File: config.mk
export PLATFORM = sky130hd
export DESIGN_NAME = tsadc_responder
export DESIGN_NICKNAME = d
export VERILOG_FILES = /design/src/rtl/tsadc_pkg.sv /design/src/rtl/tsadc_rst_sync.sv /design/src/rtl/tsadc_chan_mux.sv /design/src/rtl/tsadc_cmd_latch.sv /design/src/rtl/tsadc_seq.sv /design/src/rtl/tsadc_responder.sv
export SDC_FILE = /design/constraint.sdc
export NUM_CORES = 1
export LEC_CHECK = 0
export BUFFER_PORTS_ARGS = -buffer_cell sky130_fd_sc_hd__buf_2
export CORE_ASPECT_RATIO = 0.9
export CORE_MARGIN = 2
export CORE_UTILIZATION = 36
export CTS_CLUSTER_DIAMETER = 100
export CTS_CLUSTER_SIZE = 8
export DETAILED_ROUTE_END_ITERATION = 6
export PLACE_DENSITY = 0.77
export SLEW_MARGIN = 0
export SYNTH_ARGS = -nofsm -noshare
export SYNTH_HDL_FRONTEND = slang
export SYNTH_SLANG_ARGS = --single-unit
File: constraint.sdc
create_clock -name clk -period 0.8 [get_ports clk]
set_input_delay 0.04 -clock clk [delete_from_list [all_inputs] [get_ports clk]]
set_output_delay 0.04 -clock clk [all_outputs]
set_load 0.01 [all_outputs]
File: src/rtl/tsadc_pkg.sv
package tsadc_pkg;
  typedef enum logic [1:0] {
    ST_EMPTY = 2'd0,
    ST_ARMED = 2'd1,
    ST_HIGH  = 2'd2,
    ST_DONE  = 2'd3
  } tsadc_step_e;

  localparam int unsigned LANE_X = 0;
  localparam int unsigned LANE_Y = 1;
endpackage

File: src/rtl/tsadc_rst_sync.sv
module tsadc_rst_sync #(
  parameter int unsigned STAGES = 2
) (
  input  logic clk,
  input  logic rst_n,
  output logic rst_n_sync
);
  logic [STAGES-1:0] sync_q;

  always_ff @(posedge clk or negedge rst_n) begin
    if (!rst_n) sync_q <= '0;
    else        sync_q <= {sync_q[STAGES-2:0], 1'b1};
  end

  assign rst_n_sync = sync_q[STAGES-1];
endmodule

File: src/rtl/tsadc_chan_mux.sv
module tsadc_chan_mux #(
  parameter int unsigned NUM_CH        = 8,
  parameter int unsigned RES_W         = 12,
  parameter bit          PANEL_PRESENT = 1'b0,
  localparam int unsigned CH_W         = $clog2(NUM_CH)
) (
  input  logic [NUM_CH*RES_W-1:0] samples,
  input  logic [CH_W-1:0]         sel,
  output logic [RES_W-1:0]        value
);
  import tsadc_pkg::*;

  logic [RES_W-1:0] lane [NUM_CH];

  for (genvar g = 0; g < NUM_CH; g++) begin : g_lane
    if (!PANEL_PRESENT && g == LANE_X) begin : g_tie_x
      assign lane[g] = '0;
    end else if (!PANEL_PRESENT && g == LANE_Y) begin : g_tie_y
      assign lane[g] = '1;
    end else begin : g_live
      assign lane[g] = samples[g*RES_W +: RES_W];
    end
  end

  assign value = lane[sel];
endmodule

File: src/rtl/tsadc_cmd_latch.sv
module tsadc_cmd_latch #(
  parameter int unsigned DATA_W = 8,
  parameter int unsigned CH_W   = 3
) (
  input  logic              clk,
  input  logic              rst_n,
  input  logic              accept,
  input  logic [DATA_W-1:0] byte_in,
  output logic              is_ctrl,
  output logic [CH_W-1:0]   chan
);
  logic [CH_W-1:0] chan_q, chan_d;
  logic            chan_en;

  assign is_ctrl = byte_in[DATA_W-1];
  assign chan_en = accept && is_ctrl;

  always_comb begin
    chan_d = chan_q;
    if (chan_en) chan_d = byte_in[DATA_W-2 -: CH_W];
  end

  always_ff @(posedge clk or negedge rst_n) begin
    if (!rst_n)       chan_q <= '0;
    else if (chan_en) chan_q <= chan_d;
  end

  assign chan = chan_q;

  p_chan_load_r2: assert property (@(posedge clk) disable iff (!rst_n)
    (accept && is_ctrl) |=> (chan_q == $past(byte_in[DATA_W-2 -: CH_W])));
endmodule

File: src/rtl/tsadc_seq.sv
module tsadc_seq #(
  parameter int unsigned DATA_W = 8,
  parameter int unsigned RES_W  = 12,
  localparam int unsigned HI_W  = DATA_W - 1,
  localparam int unsigned LO_W  = RES_W - HI_W,
  localparam int unsigned PAD_W = DATA_W - LO_W
) (
  input  logic              clk,
  input  logic              rst_n,
  input  logic              accept,
  input  logic              is_ctrl,
  input  logic              drop,
  input  logic [RES_W-1:0]  lane_value,
  output logic [DATA_W-1:0] tx
);
  import tsadc_pkg::*;

  tsadc_step_e       step_q, step_d;
  logic [RES_W-1:0]  cap_q, cap_d;
  logic [DATA_W-1:0] tx_q, tx_d;
  logic              step_en, cap_en, tx_en;

  assign step_en = accept || drop;
  assign cap_en  = accept && (step_q == ST_ARMED);
  assign tx_en   = accept;

  always_comb begin
    step_d = step_q;
    cap_d  = cap_q;
    tx_d   = tx_q;
    if (drop) begin
      step_d = ST_EMPTY;
    end else if (accept) begin
      unique case (step_q)
        ST_ARMED: begin
          cap_d  = lane_value;
          tx_d   = {1'b0, lane_value[RES_W-1 -: HI_W]};
          step_d = ST_HIGH;
        end
        ST_HIGH: begin
          tx_d   = {cap_q[LO_W-1:0], {PAD_W{1'b0}}};
          step_d = ST_DONE;
        end
        default: begin
          tx_d   = '0;
        end
      endcase
      if (is_ctrl) step_d = ST_ARMED;
    end
  end

  always_ff @(posedge clk or negedge rst_n) begin
    if (!rst_n)       step_q <= ST_EMPTY;
    else if (step_en) step_q <= step_d;
  end

  always_ff @(posedge clk or negedge rst_n) begin
    if (!rst_n)      cap_q <= '0;
    else if (cap_en) cap_q <= cap_d;
  end

  always_ff @(posedge clk or negedge rst_n) begin
    if (!rst_n)     tx_q <= '0;
    else if (tx_en) tx_q <= tx_d;
  end

  assign tx = tx_q;

  p_idle_zero_r1: assert property (@(posedge clk) disable iff (!rst_n)
    (accept && (step_q == ST_EMPTY)) |=> (tx_q == '0));
  p_done_zero_r4: assert property (@(posedge clk) disable iff (!rst_n)
    (accept && (step_q == ST_DONE)) |=> (tx_q == '0));
  p_high_msb_r2: assert property (@(posedge clk) disable iff (!rst_n)
    (accept && (step_q == ST_ARMED)) |=> (tx_q[DATA_W-1] == 1'b0));
  p_low_pad_r3: assert property (@(posedge clk) disable iff (!rst_n)
    (accept && (step_q == ST_HIGH)) |=> (tx_q[PAD_W-1:0] == '0));
  p_restart_r5: assert property (@(posedge clk) disable iff (!rst_n)
    (accept && is_ctrl && !drop) |=> (step_q == ST_ARMED));
  p_drop_r7: assert property (@(posedge clk) disable iff (!rst_n)
    drop |=> (step_q == ST_EMPTY));
endmodule

File: src/rtl/tsadc_responder.sv
module tsadc_responder #(
  parameter int unsigned DATA_W        = 8,
  parameter int unsigned RES_W         = 12,
  parameter int unsigned NUM_CH        = 8,
  parameter bit          PANEL_PRESENT = 1'b0,
  localparam int unsigned CH_W         = $clog2(NUM_CH)
) (
  input  logic                    clk,
  input  logic                    rst_n,
  input  logic                    xfer_valid,
  input  logic [DATA_W-1:0]       xfer_mosi,
  output logic [DATA_W-1:0]       xfer_miso,
  input  logic                    cs_release,
  input  logic                    cs_hold,
  input  logic [NUM_CH*RES_W-1:0] samples
);
  logic            rst_n_sync;
  logic            accept, drop, is_ctrl;
  logic [CH_W-1:0] chan;
  logic [RES_W-1:0] lane_value;

  assign accept = xfer_valid && !cs_release;
  assign drop   = cs_release && !cs_hold;

  tsadc_rst_sync #(.STAGES(2)) u_rst (
    .clk(clk), .rst_n(rst_n), .rst_n_sync(rst_n_sync)
  );

  tsadc_cmd_latch #(.DATA_W(DATA_W), .CH_W(CH_W)) u_cmd (
    .clk(clk), .rst_n(rst_n_sync), .accept(accept), .byte_in(xfer_mosi),
    .is_ctrl(is_ctrl), .chan(chan)
  );

  tsadc_chan_mux #(.NUM_CH(NUM_CH), .RES_W(RES_W), .PANEL_PRESENT(PANEL_PRESENT)) u_mux (
    .samples(samples), .sel(chan), .value(lane_value)
  );

  tsadc_seq #(.DATA_W(DATA_W), .RES_W(RES_W)) u_seq (
    .clk(clk), .rst_n(rst_n_sync), .accept(accept), .is_ctrl(is_ctrl),
    .drop(drop), .lane_value(lane_value), .tx(xfer_miso)
  );

  p_miso_hold_r10: assert property (@(posedge clk) disable iff (!rst_n_sync)
    !accept |=> $stable(xfer_miso));
  p_clash_ignored_r9: assert property (@(posedge clk) disable iff (!rst_n_sync)
    (xfer_valid && cs_release) |=> $stable(xfer_miso));
endmodule

==> results of run 1 <==
logic make-up (layout without fill, tap and decap cells):
| logic type | after synthesis | count (layout) | synth area share, % |
|---|---|---|---|
| other | 1 | 1 | 0.252 |
| DFF | 20 | 20 | 33.6 |
| and+or+nand+nor | 48 | 48 | 15.5 |
| buffers and inverters | 13 | 127 | 6.64 |
| muxes | 23 | 23 | 16.9 |
| adders and majority gates | 2 | 2 | 1.68 |
| AOI/OAI and AO/OA | 53 | 53 | 25.5 |
layer usage:
| metal | vias up | share of wire (%) |
|---|---|---|
| met5 | - | 0 |
| li1 | 818 | - |
| met1 | 770 | 40 |
| met3 | 5 | 8.0 |
| met4 | 0 | 0.63 |
| met2 | 71 | 51 |
synth_stat cells (all sizes together) (2+ instances only):
cell type,instances
nor2,15
nand2,18
nor2b,2
o221ai,3
nand2b,4
buf,9
a21boi,3
mux2i,15
o22a,6
o31ai,2
and3,2
o22ai,2
o31a,6
a21oi,10
a221oi,3
or2,3
dfrtp,20
inv,3
ha,2
mux2,7
o21ai,12
a22oi,4
and2b,2
state kept, by name (all words and copies together) (netlist names):
| name | count |
|---|---|
| u_seq.tx | 8 |
| u_seq.step_q | 2 |
| u_cmd.chan | 3 |
| u_rst.sync_q | 2 |
| u_seq.cap_q | 5 |
repair_timing:
item / in CTS / in global routing
pin swaps: 4 / 2
resized for setup: 19 / 15
hold buffers: 1 / 0
setup endpoints to repair: 26 / 26
setup buffers: 8 / 4
gates cloned: 2 / 0
hold endpoints to repair: 2 / 0
cells in the final DEF, fill, tap and decap left out, drive strengths merged:
master / n
nand3b: 1
a221oi: 3
buf: 119
mux2: 7
and3: 2
a22oi: 4
inv: 3
mux4: 1
a21oi: 10
o21ai: 12
clkbuf: 4
and2b: 2
dfrtp: 20
o31a: 6
or2: 3
nand2: 18
nor2: 15
nand2b: 4
dlygate4sd3: 1
o21ba: 1
o22a: 6
a21boi: 3
o221ai: 3
o22ai: 2
nand3: 1
ha: 2
conb: 1
mux2i: 15
o21a: 1
o31ai: 2
nor2b: 2
worst min path at each step:
stage,start,to,slack (ns),depth (start not counted)
after floorplan,rst_n,u_rst.sync_q[0]$_DFF_PN0_,-0.26,0
after global placement,rst_n,u_rst.sync_q[0]$_DFF_PN0_,-0.17,1
after detailed placement,rst_n,u_rst.sync_q[0]$_DFF_PN0_,-0.17,1
after CTS,xfer_mosi[6],u_cmd.chan[2]$_DFFE_PN0P_,0.004,2
after global routing,xfer_mosi[4],u_cmd.chan[0]$_DFFE_PN0P_,0.007,2
final,xfer_mosi[6],u_cmd.chan[2]$_DFFE_PN0P_,0.01,2
report_power, final:
part / leakage, nW / internal [mW] / total [mW] / switching (mW)
Combinational: 0.939 / 1.51 / 2.68 / 1.17
Clock: 0.0288 / 0.438 / 0.769 / 0.331
Sequential: 0.255 / 1.28 / 1.53 / 0.245
Total: 1.22 / 3.23 / 4.98 / 1.75
layout make-up:
class | count | area share (%)
multi-input cells | 127 | 41.9
flip-flops and latches | 20 | 20.6
repair buffers | 120 | 32.3
well taps | 48 | 2.45
clock buffers | 4 | 2.25
inverters | 3 | 0.562
stage by stage:
stage / instance area [µm²] / utilization, %
final: 2450 / 60.9
after global routing: 2450 / 60.9
after CTS: 2370 / 59.1
after detailed placement: 2120 / 52.7
after global placement: 2120 / 52.7
after floorplan: 1560 / -
worst max-delay path: cells and delay by family (launching register included):
kind / cells / cell delay, ns
flops: 1 / 0.38
compound gates: 2 / 0.27
fa+ha+maj: 1 / 0.29
simple gates: 1 / 0.16
buf+inv: 2 / 0.11
==> impl.org, run 1 <==
** Floorplan
- Initial core utilization :: 37.0%
- After floorplanning, the core was divided into 22 placement rows.
- From left edge to right edge, the die measures between 70 and 80 µm.
- The die is 65.0 µm tall.
- I/O pin count :: roughly 120
- In this run the standard cell core region covers approximately 4000 µm².
- Total Die Area :: 4670 µm²

** Timing
- On the final layout, the worst clock skew is 0.00585 ns.
- Across all hold checks on the routed design, the worst slack comes to 0.0129 ns.
- After routing, the total negative slack on setup checks comes to -7.62 ns.
- Setup Viol. Count Final :: 26
- The number of failing hold endpoints at the final stage is 0.
- In the post-route analysis, the smallest setup slack over all paths is -0.530 ns.
- Of the available clock period, the critical path in the final layout requires 166%.
- The count of pins over their slew limit came to 0.
- For the finished layout, the period the worst path requires is 1.33 ns.
- Static timing analysis puts the maximum clock frequency at approximately 750 MHz.
- Setup repair after global routing could not meet its margin everywhere.

** Cells and area
- Sequential cell area :: 504 µm²
- Cells with a size suffix above 1 make up between 50% and 60% of the layout.
- Number of diodes added for antenna fixing :: 0
- Relative to the synthesized area, the layout overhead comes to 64.4%.
- Area of the multi-input gates :: 1020 µm²
- Fillers :: 353
- For this run, the post-layout net count is 386.
- After the flow finishes, the layout carries non-filler instances totaling about 320.

** Routing
- In this run the remaining antenna-violating nets after routing total 0.
- Dividing the detail-routed via count by the number of cells gives 5.17.
- After the first detailed-routing iteration, the DRC count stood at 91.
- DRC violation count after routing :: 0
- Detailed routing inserted a total of around 1700 vias.
- Dividing the detail-routed wire length by the instance count gives 14.8 µm.
- First-pass DRT Iterations :: 4
- Summed over all layers, the routed wires come to between 4000 and 5000 µm.

** Worst setup path
- Delay of the slowest cell on the worst path :: 0.38 ns
- Reg2Reg Setup Slack :: -0.53 ns
- Depth of the worst register-to-register path :: 6
- The worst register-to-register path ends at u_seq.tx[6]$_DFFE_PN0P_.
- Crit Reg-Reg Startpoint :: u_seq.step_q[0]$_DFFE_PN0P_
- Crit path max-delay cell type :: sky130_fd_sc_hd__dfrtp_1
- The critical path starts at u_seq.step_q[0]$_DFFE_PN0P_.
- The worst setup path is launched from a flop.
- Data on the critical path arrives at its endpoint at 1.47 ns.
- Maximum fanout along the worst path :: 4
- The worst setup path is captured at a flop.
- Following the worst setup path forward leads to its endpoint at u_seq.tx[6]$_DFFE_PN0P_.
- Data on the critical path is required at its endpoint by 0.94 ns.
- The signal on the critical path passes through inv_2, ha_4, inv_4, and3_4, a22oi_1, o31ai_1.
- The critical path is of the flop to flop type.

** Global routing
- Met1 usage :: 24.5%
- Entering global routing, the biggest net connects 19 pins.
- In the global route stage, met2 resource usage came out at a little over a third.
- The via count of the first global-routing pass is 1596.
- In the global route stage, met3 resource usage came out at slightly above 6%.
- Overflow after GRT :: 0
- met2 is the most crowded layer.
- Global-route wire length before repair :: 7350 µm
- Initial antenna violation count :: 0
- GRT Util Overall :: 20.4%

** Logic synthesis
- Cell area after technology mapping :: 1490 µm²
- Summed over all instances, the cell type with the most area after synthesis is sky130_fd_sc_hd__dfrtp_1.
- The number of nets handed over by synthesis was ~270.
- Number of cells produced by synthesis :: 160
- The netlist uses 40 different library cells.
- Avg Synthesized Cell Area :: 9.31 µm²
- Area share of the largest cell type after synthesis :: 33.6%
- Yosys printed 0 warnings.
- Number of flops mapped to enable cells by yosys :: 0
- Async set or reset register ratio after synthesis :: 100%
- Share of the yosys chip area belonging to registers :: roughly a third
- Sorting the synthesized cells by area gives the leading types as sky130_fd_sc_hd__dfrtp_1 (34%), sky130_fd_sc_hd__mux2i_1 (10%), sky130_fd_sc_hd__mux2_2 (5.3%).
- For this run, the leading register cell type out of synthesis is sky130_fd_sc_hd__dfrtp_1.
- In this run, synthesis produced a sequential element count of 20.

** Placed design
- HPWL after DPL :: approximately 3600 µm
- Routability-driven placement finished with a final weighted congestion of 0.760.
- Placed instance count :: 305
- Before CTS, the worst setup slack after placement is -0.502 ns.
- Number of port buffers :: 88

** Min path
- Path class of the lowest-slack min-delay path :: input port to flop

** Power
- Leakage power :: 1.22 nW
- Dividing total power by cell area gives a power density of about 2000 nW/µm².
- Power comes to 4.98 mW.
- The worst-case IR drop observed on VDD is 1170 µV.

** CTS
- TritonCTS built the clock tree.
- Root cell of the clock tree :: sky130_fd_sc_hd__clkbuf_8
- Clock Sink Count :: 20
- Counting the buffers created by CTS gives 3.
- Clk Latency, worst-skew pair :: 0.26 ns
- Clock-pin slew was measured on the worst setup and hold paths at 0.07 ns.
- Counting along the longest clock path gives a buffer depth of 2.
- Count of H-tree levels built during CTS :: 1

** Flow run
- Max-capacitance violation count :: 0

** Status
- Outcome :: complete, but fails checks
- The final reports fail on negative setup slack.
Note: power is estimated with default switching activity, not from simulation.
==> inputs of run 2 (changes only) <==
--- a/config.mk
+++ b/config.mk
@@ -9,10 +9,11 @@
 export CORE_ASPECT_RATIO = 0.9
 export CORE_MARGIN = 2
 export CORE_UTILIZATION = 36
-export CTS_CLUSTER_DIAMETER = 100
+export CTS_CLUSTER_DIAMETER = 30
 export CTS_CLUSTER_SIZE = 8
 export DETAILED_ROUTE_END_ITERATION = 6
 export PLACE_DENSITY = 0.77
+export RECOVER_POWER = 50
 export SLEW_MARGIN = 0
 export SYNTH_ARGS = -nofsm -noshare
 export SYNTH_HDL_FRONTEND = slang
==> run 2 against run 1 <==
Effect of this change:
- the run still ends with negative setup slack left
- die area unchanged
- design area decreased by 0.15%
- via count stayed put
- routed wire length unchanged
- count of clock-buffer cells in the layout stayed put
- first-iteration DRC count stayed put
- power is essentially flat
- combinational power hardly changed
- clock skew about the same
==> impl.org, run 2 (synthesis results as in run 1) <==
** Status
- Outcome :: complete, but fails checks
- Failing checks :: negative setup slack

** CTS
- TritonCTS built the clock tree.
- Count of H-tree levels built during CTS :: 1
- CTS Buffer Depth :: 2
- Clock Sink Count :: 20
- In this run the clock root is driven by a sky130_fd_sc_hd__clkbuf_8.
- Clock-pin slew on the worst setup and hold paths :: 0.07 ns
- Number of buffers inserted during clock tree synthesis :: 3
- At the later pin of the worst-skew pair, clock insertion delay measures 0.26 ns.

** Worst setup path
- Kind of critical path :: flop to flop
- STA classifies the critical path endpoint as a flop.
- CP delay by family, top :: flip-flops
- Of all nets on the critical path, the largest fanout is 4.
- In this design, the stage delay of the slowest critical-path cell is ~0.38 ns.
- Startpoint type of the worst setup path :: flop
- Crit path max-delay cell type :: sky130_fd_sc_hd__dfrtp_1
- The worst register-to-register path begins at u_seq.step_q[0]$_DFFE_PN0P_.
- Crit-path cells :: inv_2, ha_4, inv_4, and3_4, a22oi_1, o31ai_1
- For the worst setup path, the data arrival time is 1.47 ns.
- Data on the critical path is required at its endpoint by 0.94 ns.
- Number of buffers and inverters on the critical path :: 2
- Launching element of the worst setup path :: u_seq.step_q[0]$_DFFE_PN0P_

** Timing
- The routed design could run at a clock period as short as 1.33 ns.
- Final count of hold timing violations :: 0
- Final Max Slew Viols :: 0
- Setup violations remaining at the end of the flow were counted as 26.
- Post-route clock skew :: 0.00596 ns
- The worst path uses 166% of the clock period.
- Setup slack on the critical path of the routed design comes to -0.530 ns.
- Static timing analysis puts the maximum clock frequency at between 700 and 800 MHz.
- Setup repair after global routing missed its margin :: true

** Power
- Internal Power :: 3.23 mW
- Clk network pwr share :: 15.4%
- Peak supply drop :: 1170 µV
- Combinational logic burns 53.9% of the power.
- Leakage power :: between 1 and 1.5 nW
- Per report_power, the sequential group accounts for 30.7% of the total.
- Switching power summed over all nets :: 1.75 mW
- Net switching is around a third of the power.
- Power spread over the standard cell area amounts to 2040 nW/µm².
- Post-route total power :: approximately 5.0 mW

** Global routing
- Global-route wire length before repair :: around 7300 µm
- Initial antenna violation count :: 0
- Via count of the first global-routing pass :: 1596
- Across every metal layer, demand over resource in global routing totals 20.4%.
- Pin count of the biggest net entering global routing :: 19
- After global routing the overflow that remains totals 0.

** Placed design
- The count of buffers added on input and output ports is 88.
- After legalization and detailed placement, the total HPWL measured 3560 µm.
- RePlAce Congestion :: 0.760
- Placed instance count :: approximately 310
- Timing analysis after detailed placement gives a worst setup slack of -0.502 ns.

** Floorplan
- The initial utilization of the core area, before any placement, comes to 37.0%.
- In this run the count of I/O pins placed on the die edge is 117.
- Total Die Area :: 4670 µm²
- The floorplan has 22 rows.
- Die outline height :: 65.0 µm
- The region available for standard cell placement spans about 4000 µm².
- From left edge to right edge, the die measures 71.8 µm.

** Cells and area
- Area grow syn2layout :: 64.1%
- Commonest non-fill, non-tap cell in the layout :: sky130_fd_sc_hd__buf_2
- Count of nets after finishing :: 386
- The post-route netlist has 59.1% of its cells at a drive strength greater than 1.
- Commonest non-fill, non-tap cells in the layout :: sky130_fd_sc_hd__buf_2 (86), sky130_fd_sc_hd__buf_4 (19), sky130_fd_sc_hd__dfrtp_1 (17)
- Count of non-filler cells in the finished layout :: between 300 and 400
- Number of flip-flops in the largest register :: 8
- Number of diodes added for antenna fixing :: 0

** Routing
- After the first detailed-routing iteration, the DRC count stood at 91.
- Via density per instance :: 5.17
- Final wirelength :: 4760 µm
- First-pass DRT Iterations :: 4
- DRC violation count after routing :: 0
- DR WL/cell :: 14.8 µm
- The detail route stage leaves a number of antenna-violating nets equal to 0.
- The routed layout has 1664 vias.

** Min path
- The worst hold path begins at xfer_mosi[6].
- The worst hold path belongs to the class input port to flop.

** Flow run
- Max-capacitance violation count :: 0
-- run 2: changes by cell type in the layout (fill, tap and decap cells not counted) --
cell / previous run / this run
sky130_fd_sc_hd__buf_4: 20 / 19
sky130_fd_sc_hd__clkbuf_2: 0 / 1
sky130_fd_sc_hd__buf_2: 87 / 86
sky130_fd_sc_hd__clkbuf_1: 0 / 1
-- run 2: power groups by stage --
stage	Combinational [mW]	Clock [mW]	Sequential, mW
finish	2.68	0.769	1.53
floorplan	1.44	0	1.50
global route	2.92	0.847	1.55
global placement	2.05	0	1.50
CTS	2.51	0.797	1.50
detailed placement	2.12	0	1.50
-- run 2: worst paths after layout --
check                           slack (ns)  cells after the start                          to
worst max register to register       -0.53                      6     u_seq.tx[6]$_DFFE_PN0P_
min in group asynchronous             0.09                      2   u_rst.sync_q[0]$_DFF_PN0_
worst max-delay path                 -0.53                      6     u_seq.tx[6]$_DFFE_PN0P_
max in group asynchronous             0.18                      1   u_cmd.chan[1]$_DFFE_PN0P_
worst min-delay path                  0.01                      2   u_cmd.chan[2]$_DFFE_PN0P_
worst min register to register        0.27                      1  u_seq.cap_q[1]$_DFFE_PN0P_
-- run 2: area by class of cell --
type,instances,area (µm²)
clock buffer,4,55.1
fill,355,1580
inverter,3,13.8
multi-input combinational,127,1020
sequential,20,504
tap,48,60.1
timing repair buffer,120,786
-- run 2: metrics by stage --
step	utilization [%]	area (µm²)	setup TNS [ns]	hold slack [ns]
floorplan	-	1560	-5.87	-0.256
global placement	52.7	2120	-6.82	-0.174
detailed placement	52.7	2120	-7.21	-0.172
CTS	59.1	2370	-7.46	0.00428
global route	60.8	2440	-8.89	0.00713
finish	60.8	2440	-7.62	0.0130
-- run 2: timing repair --
action,CTS,global route
hold buffers,1,0
endpoints found under the setup margin,26,26
gates cloned,2,0
pin swaps,4,2
gates resized for setup,19,15
setup buffers,8,4
endpoints found under the hold margin,2,0
-- run 2: layer usage --
layer	share of wire [%]	routed length [µm]	global-route usage (%)
met3	8.0	380	6.22
met1	40	1910	24.5
met5	0	0	0
met2	51	2440	36.5
met4	0.63	30	3.07
